[src/rtl/fsk_wave_gen.sv]
module fsk_wave_gen #(
  parameter int DIV_W  = 8,
  parameter int LEN_W  = 8,
  parameter int MCNT_W = 16
) (
  input  logic             clk,
  input  logic             rst_n,
  input  logic [DIV_W-1:0] div_hi,
  input  logic [DIV_W-1:0] div_lo,
  input  logic [LEN_W-1:0] bit_len,
  input  logic             invert,
  input  logic             bit_valid,
  input  logic             bit_data,
  output logic             bit_ready,
  input  logic             tick,
  output logic             mod_out,
  output logic             bit_done
);

  localparam int W = (DIV_W > LEN_W) ? DIV_W : LEN_W;

  logic             busy, in_part;
  logic [DIV_W-1:0] fc_r, part_r, pos;
  logic [W:0]       waves_left;
  logic [MCNT_W-1:0] mcnt;

  assign bit_ready = !busy;
  wire take = bit_valid && !busy;

  wire [DIV_W-1:0] fc_sel = (bit_data ^ invert) ? div_hi : div_lo;
  wire [W-1:0] len_x  = W'(bit_len);
  wire [W-1:0] fc_x   = W'(fc_sel);
  wire [W-1:0] q      = len_x / fc_x;
  wire [W-1:0] r      = len_x % fc_x;
  wire         has_rem = r != '0;
  wire [W-1:0] r_safe = has_rem ? r : W'(1);
  wire         whole_fit = has_rem && ((fc_x % r_safe) == '0);
  wire [W-1:0] step   = fc_x / r_safe;
  wire [MCNT_W-1:0] mcnt_nx = mcnt + MCNT_W'(has_rem);
  wire         extra  = whole_fit && ((mcnt_nx % MCNT_W'(step)) == '0);
  wire [W:0]   n_waves = {1'b0, q} + (W+1)'(extra);
  wire [DIV_W-1:0] tail = (has_rem && !whole_fit) ? DIV_W'(r) : '0;

  wire [DIV_W-1:0] cur_len = in_part ? part_r : fc_r;
  wire [DIV_W-1:0] zeros   = cur_len - (cur_len >> 1);
  wire             smp     = pos >= zeros;
  wire             last_pos = pos == cur_len - DIV_W'(1);
  wire             last_smp = last_pos &&
                              (in_part || (waves_left == (W+1)'(1) && part_r == '0));

  always_ff @(posedge clk) begin
    if (!rst_n) begin
      busy       <= 1'b0;
      in_part    <= 1'b0;
      fc_r       <= '0;
      part_r     <= '0;
      pos        <= '0;
      waves_left <= '0;
      mcnt       <= '0;
      mod_out    <= 1'b0;
      bit_done   <= 1'b0;
    end else begin
      bit_done <= 1'b0;
      if (take) begin
        busy       <= 1'b1;
        fc_r       <= fc_sel;
        part_r     <= tail;
        pos        <= '0;
        waves_left <= n_waves;
        in_part    <= n_waves == '0;
        mcnt       <= mcnt_nx;
      end else if (busy && tick) begin
        mod_out <= smp;
        if (last_smp) begin
          busy     <= 1'b0;
          bit_done <= 1'b1;
          pos      <= '0;
        end else if (last_pos) begin
          pos <= '0;
          if (waves_left == (W+1)'(1)) in_part <= 1'b1;
          else waves_left <= waves_left - (W+1)'(1);
        end else begin
          pos <= pos + DIV_W'(1);
        end
      end
    end
  end

  p_done_on_tick_r9: assert property (@(posedge clk) disable iff (!rst_n)
    bit_done |-> $past(tick));
  p_ready_after_done_r9: assert property (@(posedge clk) disable iff (!rst_n)
    bit_done |-> bit_ready);
  p_take_blocks_r9: assert property (@(posedge clk) disable iff (!rst_n)
    (bit_valid && bit_ready) |=> !bit_ready);
  p_idle_quiet_r9: assert property (@(posedge clk) disable iff (!rst_n)
    bit_ready |=> !bit_done);
  p_hold_no_tick_r8: assert property (@(posedge clk) disable iff (!rst_n)
    !tick |=> $stable(mod_out));
  p_pos_range_r3: assert property (@(posedge clk) disable iff (!rst_n)
    busy |-> pos < cur_len);

endmodule

[config.mk]
export PLATFORM = sky130hd
export DESIGN_NAME = fsk_wave_gen
export DESIGN_NICKNAME = d
export VERILOG_FILES = /design/src/rtl/fsk_wave_gen.sv
export SDC_FILE = /design/constraint.sdc
export NUM_CORES = 1
export LEC_CHECK = 0
export BUFFER_PORTS_ARGS = -buffer_cell sky130_fd_sc_hd__buf_4
export CORE_UTILIZATION = 40
export CTS_CLUSTER_SIZE = 10
export DETAILED_ROUTE_END_ITERATION = 8
export PLACE_DENSITY = 0.65
export SYNTH_ARGS = -nofsm -noshare
export SYNTH_HDL_FRONTEND = slang
export SYNTH_SLANG_ARGS = --single-unit
[constraint.sdc]
create_clock -name clk -period 89.6 [get_ports clk]
set_clock_uncertainty 0.15 [all_clocks]
set_input_delay 17.92 -clock clk [delete_from_list [all_inputs] [get_ports clk]]
set_output_delay 17.92 -clock clk [all_outputs]
set_load 0.1 [all_outputs]
======== Word-level counts from Yosys, hierarchy flattened ========
Index checks and enable logic that the tools add are counted.
storage, ports and cells
  input bits .............................. 30
  register bits ........................... 53
  word-level logic and storage cells ...... 74
  output and inout bits ................... 3
cells by class
  $lt $le $gt $ge ......................... 1
  bitwise logic cells ..................... 4
  $add $sub $neg .......................... 6
  eq/ne operators ......................... 4
  muxes and demuxes ....................... 20
  divide/modulo/power cells ............... 5
  reduce and logical (&&, ||, !) cells .... 25
operators by type and width
  operator               count
  $mux W8                6
  $mux W9                5
  $add A16 B1 Y16        1
  $div A8 B8 Y8          2
  $logic_not A16 Y1      1
  $logic_not A8 Y1       2
  $mod A16 B8 Y16        1
  $mod A8 B8 Y8          2
  $add A8 B1 Y9          1
  $eq A9 B1 Y1 const B   1
  $logic_not A9 Y1       1
  $mux W1                9
  $sub A9 B1 Y9 const B  1
  $add A8 B1 Y8 const B  1
  $eq A8 B8 Y1           1
  $ge A8 B8 Y1           1
  $reduce_and A4 Y1      2
  $reduce_bool A2 Y1     4
  $reduce_bool A8 Y1     1
  $sub A8 B1 Y8 const B  1
  $sub A8 B7 Y8          1
  $logic_and A1 B1 Y1    7
  $ne A2 B2 Y1 const B   2
  $reduce_and A2 Y1      2
  other kinds (6)        9

======== Depth between registers and ports, before layout ========
  word-level depth ........................ 12
  gate-level depth with buffers ........... 321
  depth with buffers taken out ............ 305

======== Worst setup path after synthesis ========
Ideal clock, no wire load.
  path kind ............................... input to register
  start point ............................. input invert
  end point ............................... register in_part
  data required time ...................... 89.380 ns
  slack ................................... 12.913 ns
  setup time .............................. 0.070 ns
  path buffers ............................ 16
  arrival ................................. 76.466 ns
  cell stages on the path ................. 306
  path through ............................ xnor2_4 -> mux2i_2 -> inv_2 -> nor2_1 -> nand2_1 -> o21ai_0 -> inv_1 -> ha_1 -> o21ai_0 -> nor2b_1 -> nor2_1 -> o22ai_1 -> ha_1 -> and3b_1 -> a41oi_1 -> or4_1 -> and4_1 -> nor3_1 -> [270 not listed] -> nand2b_1 -> a21o_1 -> a21o_1 -> a21o_1 -> a21oi_1 -> or2b_2 -> mux2i_1 -> nor4b_1 -> a31oi_1 -> a211oi_1 -> ha_1 -> ha_1 -> nand3_1 -> xnor2_1 -> nand3_1 -> nor4_1 -> o31ai_1 -> a21oi_1
on the way
  word-level cells in the longest chain between the ends .. 12
  elaborated cells between the ends (all ways) .. 17
  those cells by class .................... add/sub (2); div (5); mux (3); bitwise (1); reduce/logical (6)
ends and longest elaborated chain
  element                                                          line    source
  from (decl)                                                      11      input logic invert,
  $xor A1 B1 Y1 (*)                                                30      wire [DIV_W-1:0] fc_sel = (bit_data ^ invert) ? div_hi : div_lo;
  $mux W8 (*)                                                      30
  $mod A8 B8 Y8                                                    34      wire [W-1:0] r = len_x % fc_x;
  $reduce_bool A8 Y1                                               35      wire has_rem = r != '0;
  $mux W8                                                          36      wire [W-1:0] r_safe = has_rem ? r : W'(1);
  $div A8 B8 Y8 / $mod A8 B8 Y8 (equally long branches)            38, 37
  $mod A16 B8 Y16 / $logic_not A8 Y1 (equally long branches)       40, 37
  $logic_not A16 Y1 / $logic_and A1 B1 Y1 (equally long branches)  40, 37
  $logic_and A1 B1 Y1                                              40      wire extra = whole_fit && ((mcnt_nx % MCNT_W'(step)) == '0);
  $add A8 B1 Y9 (*)                                                41      wire [W:0] n_waves = {1'b0, q} + (W+1)'(extra);
  $logic_not A9 Y1 (*)                                             70      in_part <= n_waves == '0;
  $mux W1 (*)                                                      64      if (take) begin
  to (signal assigned)                                             54      in_part <= 1'b0;
  to (signal assigned)                                             70
  to (signal assigned)                                             80      if (waves_left == (W+1)'(1)) in_part <= 1'b1;
  to (decl)                                                        22      logic busy, in_part;
Every way passes the cells marked *; elsewhere a longest branch is shown, timed or not.
A chain may end at the register's enable or synchronous reset.

======== Worst setup path in the final report ========
  start point ............................. input bit_data
  end point ............................... register in_part
on the way
  word-level cells in the longest chain between the ends .. 12
  elaborated cells between the ends (all ways) .. 17
  those cells by class .................... add/sub (2); div (5); mux (3); bitwise (1); reduce/logical (6)
ends and longest elaborated chain
  element                                                          line    source
  from (decl)                                                      13      input logic bit_data,
  $xor A1 B1 Y1 (*)                                                30
  $mux W8 (*)                                                      30
  $mod A8 B8 Y8                                                    34
  $reduce_bool A8 Y1                                               35
  $mux W8                                                          36
  $div A8 B8 Y8 / $mod A8 B8 Y8 (equally long branches)            38, 37
  $mod A16 B8 Y16 / $logic_not A8 Y1 (equally long branches)       40, 37
  $logic_not A16 Y1 / $logic_and A1 B1 Y1 (equally long branches)  40, 37
  $logic_and A1 B1 Y1                                              40
  $add A8 B1 Y9 (*)                                                41
  $logic_not A9 Y1 (*)                                             70
  $mux W1 (*)                                                      64
Marked as above.

==> results by group <==
Synth
  – Synth area leaders: ha_1, dfxtp_1, nor2_1
  – Number of synthesis warnings: 0
  – Leading area contributor after synthesis: ha_1
  – Ys async rst share: 0%
  – Count of state elements after synthesis: 53
  – Post-synth EDFFs: 0
  – Netlist Area Pre-Place: 13100 sq um
  – Cell count after synthesis: 1739
  – Share of the synthesized area in the top cell type: 19.6%
  – Sequential share of the synthesized area: 8.13%
  – Syn Nets: 1977
  – Main synth FF type: dfxtp_1
  – Synth cell types: 114
  – Syn_area_per_cell: 7.51 sq um

Detailed routing
  – Via/cell ratio: 5.82
  – Routed Wire Length: 35400 um
  – Number of DRC markers in iteration 0: 634
  – Detail Route Antenna Nets: 0
  – Initial DRT Pass Iterations: 7
  – # DRC: 0
  – Drt wl/cell: 16.1 um
  – Routed vias: 12800

Final layout
  – Layout net count: 1999
  – # diodes: 0
  – Area occupied by registers: 1060 sq um
  – Post-route insts no fill: 2197
  – Filler Cell Count: 3181
  – Multi-input logic area: 11500 sq um
  – Area Overhead vs Synth: 7.09%
  – Share of cells above drive strength 1: 10.2%
  – Final core occ: 44.0%

GRT
  – Total gr overflow: 0
  – Vias in the first global route: 12200
  – Antenna violations before repair: 0
  – Pin count of the biggest net entering global routing: 38
  – Gr usage total: 21.1%
  – Global-route wire length before repair: 58800 um

Floorplan
  – # rows: 65
  – Chip width: 183 um
  – CORE AREA: 31800 sq um
  – Ports: 33
  – Die H: 183 um
  – Starting Density: 41.1%
  – Die ar.: 33400 sq um

CTS
  – Clock Sink Count: 53
  – Worst-skew pair later-pin latency: 0.30 ns
  – CTS Buf Count: 5
  – Clock slew at reported path FFs: 0.07 ns
  – Clock Tree Buf Depth: 2
  – CTS tree: done
  – Hold buffer count at CTS: 0
  – H-tree levels: 2
  – Root Buffer: clkbuf_16

STA
  – Fin. Hold Viols: 0
  – Finish-stage setup viols: 0
  – Slew margin rel.: 39.1%
  – Final period util: 93.6%
  – RSZ-0062 raised after global routing: false
  – Setup TNS: 0 ns
  – Setup ws final: 5.72 ns
  – Slew Limit Fails: 0
  – Slew @ Worst Pin: 0.888 ns
  – Fmax: 11.9 MHz
  – Final min period: 83.88 ns

Run
  – Max_cap viols: 0

Setup path
  – Cell mode on critical path: o21a_1
  – Worst setup SP type: input port
  – Worst Setup Path Type: input port to flip-flop
  – Worst path slowest cell: a2111oi_1
  – Critical path's largest stage delay: 0.58 ns
  – CP arrival: 83.97 ns
  – Worst EP required: 89.68 ns
  – Worst-path fanout max: 22
  – Crit end category: flip-flop

Placed design
  – Dpl hpwl: 28300 um
  – Post-Place Setup Slack: 3.37 ns
  – IO Port Bufs: 32
  – Post-placement cell count: 2177
  – GPL Wtd Cong: 0.926

Status
  – Status: finished, final reports clean

Hold path
  – Min-Delay Path Class: flip-flop to flip-flop
## cells by family (layout without fill, tap and decap cells)
family          after synthesis  in the layout  share of synthesized area [%]
mux                          79             79                           6.68
flops                        53             53                           8.13
xor+xnor                    135            135                           9.20
compound gates              484            484                           26.4
simple gates                651            651                           25.2
buf+inv                     129            152                           4.25
fa+ha+maj                   208            208                           20.2
## synthesized netlist by cell type (5+ instances only)
cell type,instances
a211o_1,6
a211oi_1,23
a21boi_0,6
a21o_1,49
a21oi_1,82
a31oi_1,13
and2_1,8
and3_1,22
and4_1,6
buf_2,8
buf_6,5
clkbuf_1,22
dfxtp_1,53
ha_1,204
inv_1,81
inv_2,6
mux2_2,31
mux2i_1,39
mux2i_2,5
nand2_1,140
nand2b_1,26
nand3_1,36
nand3b_1,6
nand4_1,24
nor2_1,173
nor2b_1,27
nor3_1,87
nor4_1,20
o211ai_1,11
o21a_1,75
o21ai_0,89
o21ai_1,5
o21bai_1,9
o22ai_1,5
o31ai_1,28
or2_2,10
or3_1,23
or4_1,9
xnor2_1,67
xor2_1,67
## layout by cell type, fill, tap and decap left out, types with 8 or more instances in the layout
cell type,netlist,routed
a21oi_1,82,82
inv_1,81,79
or4_1,9,9
o211ai_1,11,11
nand2_1,140,138
nor4_1,20,20
xnor2_1,67,67
nor3_1,87,87
and2_1,8,8
o31ai_1,28,28
ha_1,204,204
o21a_1,75,75
mux2i_1,39,39
a211oi_1,23,22
xor2_1,67,67
nand2b_1,26,26
mux2_2,31,31
or3_1,23,23
or2_2,10,10
o21ai_0,89,89
o21bai_1,9,9
a31oi_1,13,13
a21o_1,49,48
nor2_1,173,172
buf_4,3,56
dfxtp_1,53,53
nor2b_1,27,26
and3_1,22,22
nand4_1,24,24
nand3_1,36,35
## sequential cells by signal (all words and copies together), names as in the netlist
register	count
in_part	1
fc_r	8
waves_left	9
bit_done	1
pos	8
busy	1
mod_out	1
part_r	8
mcnt	16
## worst max-delay path: cells and delay by family
| kind | cells | cell delay, ns |
|---|---|---|
| xor+xnor | 3 | 0.75 |
| fa+ha+maj | 33 | 10.23 |
| buf+inv | 16 | 2.44 |
| simple gates | 78 | 16.53 |
| compound gates | 151 | 31.56 |
| mux | 14 | 4.44 |
## area by class of cell
class / instances / area share [%]
clock inverters: 2 / 0.0985
inverters: 88 / 2.45
flip-flops and latches: 53 / 7.59
repair buffers: 56 / 3.01
multi-input cells: 1557 / 82.0
clock buffers: 6 / 0.922
well taps: 435 / 3.89
## per-stage QoR
stage                     hold WS (ns)  instance area (sq um)
final                            0.326                  14000
after detailed placement         0.312                  13700
after CTS                        0.326                  13900
after floorplan                  0.291                  13100
after global routing             0.346                  14000
after global placement           0.296                  13700
## layer usage
layer,vias to the layer above,global-route usage [%],wire length [um]
li1,6506,-,-
met1,5952,28.7,17300
met2,285,35.5,16000
met3,50,1.82,1340
met4,0,5.71,752
met5,-,0,0
## what timing repair did
item                       CTS  global route
gates resized for setup      0            11
setup endpoints to repair    0            10
setup buffers                0            12
## final timing paths
kind / end / slack [ns] / start / cells after the start
worst min register to register: mcnt[0] / 0.33 / mcnt[0] / 2
worst max-delay path: in_part / 5.72 / bit_data / 295
worst max register to register: in_part / 48.55 / mcnt[0] / 186
worst min-delay path: mcnt[0] / 0.33 / mcnt[0] / 2
Power is left out: the tool's default activity adds up to more than one toggle a clock period on the data nets, which glitch-free logic cannot reach.
